[config.mk]
export PLATFORM = sky130hd
export DESIGN_NAME = fetch_pc
export DESIGN_NICKNAME = d
export VERILOG_FILES = /design/src/rtl/pcu_pkg.sv /design/src/rtl/pcu_stack.sv /design/src/rtl/pcu_next.sv /design/src/rtl/fetch_pc.sv
export SDC_FILE = /design/constraint.sdc
export NUM_CORES = 1
export LEC_CHECK = 0
export CELL_PAD_IN_SITES_DETAIL_PLACEMENT = 0
export CELL_PAD_IN_SITES_GLOBAL_PLACEMENT = 1
export CORE_ASPECT_RATIO = 1.75
export CORE_MARGIN = 1.5
export CORE_UTILIZATION = 42
export CTS_CLUSTER_SIZE = 40
export DETAILED_ROUTE_END_ITERATION = 10
export PLACE_DENSITY = 0.78
export SYNTH_ARGS = -nofsm -noshare
export SYNTH_HDL_FRONTEND = slang
export SYNTH_SLANG_ARGS = --single-unit
[constraint.sdc]
create_clock -name clk -period 2 [get_ports clk]
set_input_delay 0.4 -clock clk [delete_from_list [all_inputs] [get_ports clk]]
set_output_delay 0.4 -clock clk [all_outputs]
set_load 0.02 [all_outputs]
[src/rtl/pcu_pkg.sv]
package pcu_pkg;
  typedef enum logic [2:0] {
    PCU_ADV   = 3'd0,
    PCU_JMP   = 3'd1,
    PCU_CALL  = 3'd2,
    PCU_RET   = 3'd3,
    PCU_WRLO  = 3'd4,
    PCU_IRQ   = 3'd5,
    PCU_ADV_A = 3'd6,
    PCU_ADV_B = 3'd7
  } pcu_op_e;
endpackage

[src/rtl/pcu_stack.sv]
// Circular return-address ring; DEPTH must be a power of two so the
// pointer wraps by plain overflow.
module pcu_stack #(
  parameter int DEPTH = 8,
  parameter int W     = 13
) (
  input  logic                     clk,
  input  logic                     rst_n,
  input  logic                     push_i,
  input  logic                     pop_i,
  input  logic [W-1:0]             wdata_i,
  output logic [W-1:0]             top_o,
  output logic [$clog2(DEPTH)-1:0] ptr_o
);
  localparam int PW = $clog2(DEPTH);

  logic [PW-1:0] ptr_q;
  logic [PW-1:0] top_idx;
  logic [W-1:0]  slots [DEPTH];

  always_ff @(posedge clk or negedge rst_n) begin
    if (!rst_n)      ptr_q <= '0;
    else if (push_i) ptr_q <= ptr_q + 1'b1;
    else if (pop_i)  ptr_q <= ptr_q - 1'b1;
  end

  generate
    for (genvar i = 0; i < DEPTH; i++) begin : g_slot
      logic [W-1:0] slot_q;
      always_ff @(posedge clk) begin
        if (push_i && ptr_q == PW'(i)) slot_q <= wdata_i;
      end
      assign slots[i] = slot_q;
    end
  endgenerate

  assign top_idx = ptr_q - 1'b1;
  assign top_o   = slots[top_idx];
  assign ptr_o   = ptr_q;
endmodule

[src/rtl/pcu_next.sv]
module pcu_next
  import pcu_pkg::*;
#(
  parameter int PC_W   = 13,
  parameter int IMM_W  = 11,
  parameter int DATA_W = 8,
  parameter int LAT_W  = 8,
  parameter int VEC    = 4
) (
  input  logic [2:0]        op_i,
  input  logic [PC_W-1:0]   pc_i,
  input  logic [IMM_W-1:0]  imm_i,
  input  logic [DATA_W-1:0] data_i,
  input  logic [LAT_W-1:0]  latch_i,
  input  logic [PC_W-1:0]   stk_top_i,
  output logic [PC_W-1:0]   pc_next_o,
  output logic              push_o,
  output logic              pop_o,
  output logic [PC_W-1:0]   push_val_o
);
  localparam int HI_W   = PC_W - DATA_W;
  localparam int PAGE_W = PC_W - IMM_W;

  function automatic logic [PC_W-1:0] f_seq(input logic [PC_W-1:0] pc);
    return pc + 1'b1;
  endfunction

  function automatic logic [PC_W-1:0] f_paged(input logic [LAT_W-1:0] lat,
                                              input logic [IMM_W-1:0] imm);
    return {lat[HI_W-1 -: PAGE_W], imm};
  endfunction

  function automatic logic [PC_W-1:0] f_lowbyte(input logic [LAT_W-1:0] lat,
                                                input logic [DATA_W-1:0] dat);
    return {lat[HI_W-1:0], dat};
  endfunction

  pcu_op_e op;
  assign op = pcu_op_e'(op_i);

  always_comb begin
    pc_next_o  = f_seq(pc_i);
    push_o     = 1'b0;
    pop_o      = 1'b0;
    push_val_o = f_seq(pc_i);
    unique case (op)
      PCU_JMP:  pc_next_o = f_paged(latch_i, imm_i);
      PCU_CALL: begin
        pc_next_o = f_paged(latch_i, imm_i);
        push_o    = 1'b1;
      end
      PCU_RET: begin
        pc_next_o = stk_top_i;
        pop_o     = 1'b1;
      end
      PCU_WRLO: pc_next_o = f_lowbyte(latch_i, data_i);
      PCU_IRQ: begin
        pc_next_o  = PC_W'(VEC);
        push_o     = 1'b1;
        push_val_o = pc_i;
      end
      default:  pc_next_o = f_seq(pc_i);
    endcase
  end
endmodule

[src/rtl/fetch_pc.sv]
module fetch_pc #(
  parameter int PC_W   = 13,
  parameter int IMM_W  = 11,
  parameter int DATA_W = 8,
  parameter int LAT_W  = 8,
  parameter int DEPTH  = 8,
  parameter int VEC    = 4
) (
  input  logic              clk,
  input  logic              rst_n,
  input  logic [2:0]        op_i,
  input  logic [IMM_W-1:0]  imm_i,
  input  logic [DATA_W-1:0] data_i,
  input  logic [LAT_W-1:0]  latch_i,
  output logic [PC_W-1:0]   pc_o
);
  localparam int PW = $clog2(DEPTH);

  logic [PC_W-1:0] pc_q;
  logic [PC_W-1:0] pc_next_w;
  logic            push_w;
  logic            pop_w;
  logic [PC_W-1:0] push_val_w;
  logic [PC_W-1:0] stk_top_w;
  logic [PW-1:0]   stk_ptr_w;

  pcu_next #(
    .PC_W(PC_W), .IMM_W(IMM_W), .DATA_W(DATA_W), .LAT_W(LAT_W), .VEC(VEC)
  ) u_next (
    .op_i(op_i), .pc_i(pc_q), .imm_i(imm_i), .data_i(data_i),
    .latch_i(latch_i), .stk_top_i(stk_top_w), .pc_next_o(pc_next_w),
    .push_o(push_w), .pop_o(pop_w), .push_val_o(push_val_w)
  );

  pcu_stack #(.DEPTH(DEPTH), .W(PC_W)) u_stack (
    .clk(clk), .rst_n(rst_n), .push_i(push_w), .pop_i(pop_w),
    .wdata_i(push_val_w), .top_o(stk_top_w), .ptr_o(stk_ptr_w)
  );

  always_ff @(posedge clk or negedge rst_n) begin
    if (!rst_n) pc_q <= '0;
    else        pc_q <= pc_next_w;
  end

  assign pc_o = pc_q;
endmodule

# == Yosys cells after proc, flatten, opt, wreduce, memory -nomap -nowiden ==
# Cells that the tools add are included.
# totals
ff_bits,120
input_bits,32
word_cells,48
# op_classes
n_addsub,3
n_lt_le_gt_ge,1
n_eq_ne,12
muxes,9
bitwise,1
n_reduce_logical,12
# ops
op,count
$pmux 13 s4,1
$bmux 13 s3,1
$mux 13,3
$eq 3x3->1 const B,6
$add 13x1->13 const B,1
$eq 3x2->1 const B,4
$logic_and 1x1->1,8
$eq 3x1->1 const B,2
$mux 3,2
$ge 4x4->1 const B,1
$not 3->4,1
$reduce_or 2->1,2
$add 3x1->3 const B,1
$logic_not 3->1,1
$sub 3x1->3 const B,1
$mux 1,2
$reduce_bool 2->1,1

# == Longest topological paths before layout ==
# Gate-level depths: netlist of the first run.
# depth
ltp_word,6
ltp_mapped,10
mapped_depth_nobuf,6

# == Cells and area by module ==
# From an unflattened synthesis of the first run, not the netlist that was laid out.
# unflattened
cells_unflattened,439
hier_area_um2,5863.1
# modules_own_cells
module,instances,cells_per_inst,area_per_inst_um2,seq_area_each_um2
pcu_stack,1,271,4505.6,3198.1
pcu_next,1,155,1032.2,0.0
fetch_pc,1,13,325.3,325.3

# == Worst setup path after synthesis of the first run ==
# No wires, ideal clock.
# synth_path
kind,register to register
start,"register u_stack.ptr_q[0], in the netlist u_stack.ptr_o[0]"
end,"register pc_q[12], in the netlist pc_o[12]"
t_arrival_ns,2.074
required_time_ns,1.874
setup_slack_ns,-0.200
path_stages_with_launch,9
n_path_buf,3
cell_sequence,dfrtp_1 > buf_6 > buf_4 > inv_1 > ha_1 > buf_2 > mux4_2 > a22o_1 > a221o_1
# synth_between
elab_chain_cells,6
# synth_lines
item,line,rtl
start: declaration,pcu_stack.sv:17,logic [PW-1:0] ptr_q;
start signal: assignment,pcu_stack.sv:23,else if (push_i) ptr_q <= ptr_q + 1'b1;
start signal: assignment,pcu_stack.sv:24,else if (pop_i) ptr_q <= ptr_q - 1'b1;
$sub 3x1->3,pcu_stack.sv:37,assign top_idx = ptr_q - 1'b1;
$not 3->4 (not written as such),pcu_stack.sv:38,assign top_o = slots[top_idx];
$bmux 13 s3,pcu_stack.sv:38,
$mux 13 (not written as such) (2 in a row),pcu_stack.sv:38,
$pmux 13 s4,pcu_next.sv:46,unique case (op)
via pc_next_w[12],fetch_pc.sv:20,logic [PC_W-1:0] pc_next_w;
end signal: assignment,fetch_pc.sv:42,else pc_q <= pc_next_w;
end: declaration,fetch_pc.sv:19,logic [PC_W-1:0] pc_q;
# The timed path passes the listed nets, and every way through them passes these cells. The select of a mux whose other input is x is not followed.
# A chain may end at the register's enable or synchronous reset.

# == Worst setup path in the final report of the first run ==
# layout_path
start,"register u_stack.ptr_q[1], in the netlist u_stack.ptr_o[1]"
end,"register pc_q[10], in the netlist pc_o[10]"
# Same word-level chain as after synthesis.

==> results of run 1 <==
power by group:
group	internal (mW)	switching (mW)	total [mW]
registers	3.19	0.187	3.38
logic	1.55	1.51	3.07
clock network	1.70	1.05	2.75
layout by cell type, fill, tap and decap left out, types with 6 or more instances in the layout:
master / n
and3_1: 8
maj3_1: 9
nor2_1: 8
clkdlybuf4s50_1: 36
ha_1: 7
buf_4: 41
a22oi_1: 21
dfrtp_1: 16
clkbuf_16: 17
edfxtp_1: 104
mux4_1: 6
inv_1: 11
o211ai_1: 9
o21ai_0: 15
nand2_1: 16
mux4_2: 20
xor2_1: 6
xnor2_1: 15
buf_12: 11
flip-flops by register name, summed over array words and instances, names as in the netlist:
signal / count
u_stack.ptr_o: 3
u_stack.g_slot.slot_q: 104
pc_o: 13
cell families after synthesis:
family | count (synthesis) | share of synthesized area [%]
buffers and inverters | 36 | 3.19
AND/OR/NAND/NOR | 58 | 5.84
XOR/XNOR | 26 | 4.15
adder cells (fa/ha/maj) | 17 | 3.47
multiplexers | 30 | 11.8
AO/OA/AOI/OAI | 58 | 7.32
flip-flops | 120 | 64.2
routing by layer:
| layer | vias up | global-route usage (%) | wire length [um] |
|---|---|---|---|
| li1 | 1537 | - | - |
| met1 | 1680 | 21.6 | 4630 |
| met2 | 109 | 34.8 | 7110 |
| met3 | 18 | 4.32 | 491 |
| met4 | 0 | 8.13 | 267 |
| met5 | - | 0 | 0 |
worst max-delay path, delay by kind of cell (launching register included):
family                     cells  cell delay [ps]
DFF                            1              380
AOI/OAI and AO/OA              2              410
adders and majority gates      1              380
buffers and inverters          2              320
muxes                          1              300
what timing repair did:
| item | in CTS | in global routing |
|---|---|---|
| gates resized for setup | 2 | 8 |
| setup endpoints to repair | 9 | 34 |
| hold buffers | 0 | 0 |
synth_stat cells, types with 3 or more instances:
master,n,area (um^2)
nand2_1,16,60.1
nor2_1,8,30.0
buf_2,11,55.1
clkbuf_1,7,26.3
nand3_1,5,25.0
edfxtp_1,104,3120
nand3b_1,5,37.5
mux4_1,6,158
ha_1,8,100
o21ai_0,15,75.1
mux2i_1,3,30.0
a22oi_1,21,158
xor2_1,9,78.8
dfrtp_1,16,400
o211ai_1,9,67.6
a22o_1,3,26.3
nand4_1,3,18.8
maj3_1,9,90.1
inv_1,12,45.0
and3_1,8,50.1
mux4_2,20,450
xnor2_1,17,149
buf_4,3,22.5
layout make-up:
type,instances,share of cell area (%)
Inverter,13,0.721
Multi-Input combinational cell,189,25.8
Tap cell,171,3.01
Clock buffer,20,6.14
Sequential cell,120,49.5
Clock inverter,12,1.48
Timing Repair Buffer,93,13.3
worst paths after layout:
check,to,slack (ps)
max in group asynchronous,pc_o[3],1470
min,pc_o[1],330
max,pc_o[10],60
min reg2reg,u_stack.ptr_o[0],670
max reg2reg,pc_o[10],60
min in group clk,pc_o[12],630
through the flow:
step	instance area (um^2)	power (mW)	setup TNS [ps]	utilization (%)	setup slack [ps]
detailed placement	6530	6.46	-29640	50.7	-298
finish	7120	9.20	0	55.3	61.7
floorplan	5520	5.38	0	-	16.4
CTS	7080	9.26	0	55.0	7.88
global placement	6530	6.38	-29210	50.7	-229
global route	7120	9.64	-42.5	55.3	-7.04
==> impl_results.md, run 1 <==
* Status: finished clean
* Most used cell, CP: a22oi_1
* Clk_lat worst skew at 400 ps
* N_diodes at 0
* IO Pins at 45
* Peak supply drop at 0.501 mV
* Avg Cell Area, Syn at 15.9 um^2
* Dpl cells at 586
* Yosys warns at 0
* CP cell instances: inv_1 > ha_4 > buf_12 > mux4_1 > a22oi_1 > a22oi_1
* Worst EP required at 2270 ps
* Fin crit share at 96.9%
* Post-Layout Cell Count at 618
* Top FF cell, synth: edfxtp_1
* # nets final at 474
* Max-cap violations at 0
* # setup viols final at 0
* # Post-CTS Setup Buffers at 0
* CTS buffer count at 17
* Worst path arrival time at 2210 ps
* Worst hold margin at 328 ps
* Critical Path End Type: register
* Row cnt at 55
* Crit path time final at 1940 ps
* Global route overflow at 0
* Largest net degree at the start of global routing at 33
* Layout cell share with drive strength beyond 1 at 25.1%
* R2R cell count at 6
* Sink Count at 120
* CTS tree: built
* Hold Path Class: input port to async pin
* # port buffers at 41
* Slowest-stage cell, CP: dfrtp_1
* Mapped Cells at 345
* Initial Util at 42.6%
* Core area at 0.0129 mm^2
* Synthesized area at 0.00549 mm^2
* P_leak at 2.55 nW
* P per Cell Area at 1290 mW/mm^2
* Chip width at approximately 90 um
* Worst-case clock buffer depth at 2
* Drt first-iter violations at between 200 and 300
* WL/cell at 20.2 um
* Unique masters post-synth at 44
* Hpwl dp at about 8.3 mm
* Max Fclk at 516 MHz
* Worst r2r src: u_stack.ptr_o[1]
* Post-synth ARST share at 13.3%
* Die area at 0.0138 mm^2
* Clock skew at about 8.8 ps
* Root Buffer: clkbuf_16
* DRC errors left at 0
* #FFs+latches synth at 120
* Critical Path Start Type: register
* Die height at 154 um
* Via Count at 3344
* Seq/Total Area, Yosys at 64.2%
* Fillers at a little over 1000
* DRT Pass-1 Iters at 4
* Final hold violations at 0
* Clock slew at reported path FFs at 60 ps
* H-tree Lvls at 4
* First-pass GRT wire length at 19.1 mm
* RSZ-0062 raised after global routing: yes
* Via density at ~5.4
* Worst-path fanout max at 20
* Vias in the first global route at 3562
* Final ANT Viol Nets at 0
* Multi-input gate area at ~0.0018 mm^2
* Slowest stage delay, CP at 380 ps
* Max-slew violations at 0
* Area Overhead vs Synth at 29.7%
* Classification of the worst setup path: register to register
* Final wirelength at 12.5 mm
* Initial antenna violation count at 0
* EDFF count, synth at 104
* Syn Nets at 385
* Total GRT Usage at 19.5%
* Area occupied by registers at 0.00352 mm^2
* Routability cong. at 0.770
* Worst Tran Pin Value at 550 ps
* Crit. Startpoint: u_stack.ptr_o[1]
* Worst slew margin at 63.2%
No activity file was read; power rests on OpenSTA's default activity.
==> run 2: changes to the inputs <==
--- a/config.mk
+++ b/config.mk
@@ -12,7 +12,8 @@
 export CORE_UTILIZATION = 42
 export CTS_CLUSTER_SIZE = 40
 export DETAILED_ROUTE_END_ITERATION = 10
-export PLACE_DENSITY = 0.78
+export DONT_BUFFER_PORTS = 1
+export PLACE_DENSITY = 0.73
 export SYNTH_ARGS = -nofsm -noshare
 export SYNTH_HDL_FRONTEND = slang
 export SYNTH_SLANG_ARGS = --single-unit
==> run 2 against run 1 <==
Effect of this change: routed wire length shrank 1.7%; non-clock buffer count shrank 53; clock power grew 5%; largest power group unchanged; clock skew grew 5.4 ps; die area is the same; via count shrank 4.4%; sequential cell count is the same; global-route usage shrank 0.81 points; final cell count shrank 8.7%; sequential power is essentially flat; total power is essentially flat; critical path depth shrank 1.
==> impl_results.md, run 2 (same netlist as run 1, synthesis figures left out) <==
* Status: finished clean
* Die height at 154 um (unchanged)
* # port buffers at 0 (-100%)
* Final wirelength at 12.3 mm (-1.7%)
* Chip width at 89.4 um (unchanged)
* Post-Layout Cell Count at 564 (-8.7%)
* Area Overhead vs Synth at 21.2%
* First-pass GRT wire length at 18.1 mm (-5.6%)
* Largest net degree at the start of global routing at 36 (+9.1%)
* Slowest stage delay, CP at 550 ps (+170 ps)
* Clk_lat worst skew at 410 ps (about the same)
* Via Count at 3198 (-4.4%)
* Max FFs per register at 104 (unchanged)
* Root Buffer: clkbuf_16
* CTS tree: built
* Worst hold start: op_i[2]
* Max-slew violations at 0 (unchanged)
* Worst r2r src: pc_o[2]
* # setup viols final at 0 (unchanged)
* Max Fclk at 536 MHz (+3.8%)
* Worst slew margin at 42.1% (-21 points)
* Top reg by flops: u_stack.g_slot.slot_q
* Reg-to-reg endpoint: u_stack.g_slot[5].slot_q[5]
* IO Pins at 45 (unchanged)
* Sink Count at 120 (unchanged)
* CTS buffer count at 17 (unchanged)
* Critical Path Start Type: register
* Global route overflow at 0 (unchanged)
* Via density at 5.67 (+4.8%)
* Die area at 0.0138 mm^2 (unchanged)
* Fin crit share at 93.3% (-3.6 points)
* Most frequent cells in the layout: edfxtp_1 (104), buf_4 (28), a22oi_1 (21), mux4_2 (20), clkbuf_16 (17)
* Peak supply drop at 0.511 mV (+2.1%)
* Dpl cells at 529 (-9.7%)
* Vias in the first global route at 3198 (-10%)
* Clock power frac at 31.2% (+1.3 points)
* RSZ-0062 raised after global routing: no
* Row cnt at 55 (unchanged)
* P_leak at 2.33 nW (-8.9%)
* Hold endpoint: u_stack.ptr_o[2]
* # nets final at 421 (-11%)
* H-tree Lvls at 4 (unchanged)
* Slowest-stage cell, CP: xnor2_1
* Worst-case clock buffer depth at 2 (unchanged)
* Worst path arrival time at 1990 ps (-220 ps)
* Final ANT Viol Nets at 0 (unchanged)
* Switch Pwr at 2.74 mW (-0.64%)
* Hold Path Class: input port to register
* Clock skew at 14.2 ps (+5.45 ps)
* Worst hold margin at 107 ps (-221 ps)
* Worst-path fanout max at 8 (-60%)
* Worst Tran Pin Value at 866 ps (+316 ps)
* R2R cell count at 5 (-1)
* Clock slew at reported path FFs at 60 ps (about the same)
* Drt first-iter violations at 280 (+1.8%)
* Power, Total at 9.21 mW (about the same)
* Critical Path End Type: register
* Routability cong. at 0.840 (+9.1%)
* Crit path time final at 1870 ps (-71.5 ps)
* Total GRT Usage at 18.7% (-0.81 points)
* P per Cell Area at 1380 mW/mm^2 (+7.0%)
* DRC errors left at 0 (unchanged)
* CP cell instances: nand3_2 > buf_4 > nor2_1 > nand2_1 > xnor2_1
* Layout cell share with drive strength beyond 1 at 26.2% (+1.2 points)
* Sw frac at 29.7% (-0.21 points)
* Core area at 0.0129 mm^2 (unchanged)
* Comb power frac at 32.1% (-1.2 points)
* Leading cell type in the layout, fill and taps excluded: edfxtp_1
* Reg2reg setup slack at 130 ps (+70 ps)
* Int Pwr at 6.47 mW (+0.37%)
* Final hold violations at 0 (unchanged)
* N_diodes at 0 (unchanged)
* Sequential Power Share at 36.7% (about the same)
* DRT Pass-1 Iters at 4 (unchanged)
* Worst EP required at 2120 ps (-150 ps)
* Fin util at 51.7% (-3.6 points)
* Hpwl dp at 8.21 mm (-1.5%)
* Initial antenna violation count at 0 (unchanged)
* Initial Util at 42.6% (unchanged)
* Max-cap violations at 0 (unchanged)
* Classification of the worst setup path: register to register
* Hold Path Stages at 1
* WL/cell at 21.8 um (+7.7%)
## run 2: cell types whose count changed in the layout (fill, tap and decap cells not counted), sizes merged, moves of 2 or more
cell and change:
buf -13, clkbuf -2, clkdlybuf4s50 -36, dlymetal6s2s -4
## run 2: worst max-delay path: cells and delay by family, from the launching register on
kind          cells  cell delay, ps
xor+xnor          1             550
flops             1             450
buf+inv           1             180
simple gates      3             410
## run 2: per-layer routing
layer	track usage, %	vias up	wire [um]
met2	32.8	115	6660
met1	21.6	1635	4840
met5	0	-	0
li1	-	1434	-
met4	6.89	0	195
met3	4.38	14	604
## run 2: repair_timing
item,CTS,global route
pin swaps,0,1
hold buffers,1,0
resized for setup,2,7
endpoints found under the hold margin,16,0
setup endpoints to repair,16,42
setup buffers,0,3
## run 2: final cells by class
class                      count  area, um^2
fill                        1043        6210
sequential                   120        3520
inverter                      13        51.3
clock buffer                  18         429
timing repair buffer          40         440
clock inverter                13         133
multi-input combinational    189        1860
tap                          171         214
## run 2: worst max path at each step
stage | startpoint | to | slack (ps) | cells after the start
after global placement | pc_o[1] | u_stack.g_slot[1].slot_q[6] | 110 | 5
after floorplan | u_stack.ptr_o[0] | pc_o[12] | 20 | 8
after global routing | pc_o[1] | u_stack.g_slot[2].slot_q[12] | 30 | 5
final | pc_o[2] | u_stack.g_slot[5].slot_q[5] | 130 | 5
after CTS | pc_o[1] | u_stack.g_slot[2].slot_q[4] | 5 | 5
after detailed placement | pc_o[1] | u_stack.g_slot[0].slot_q[6] | -50 | 5
## run 2: per-stage QoR
step,instance area [um^2],setup slack [ps],setup TNS (ps)
floorplan,5520,16.4,0
global placement,6000,115,0
detailed placement,6000,-49.6,-396
CTS,6590,5.13,0
global route,6650,28.6,0
finish,6650,133,0
## run 2: power groups by stage
stage                     combinational [mW]  clock, mW  sequential [mW]
after floorplan                         1.93          0             3.46
after global placement                  2.78          0             3.40
after detailed placement                2.82          0             3.42
after CTS                               2.86       2.92             3.37
after global routing                    3.16       3.04             3.40
final                                   2.95       2.88             3.38
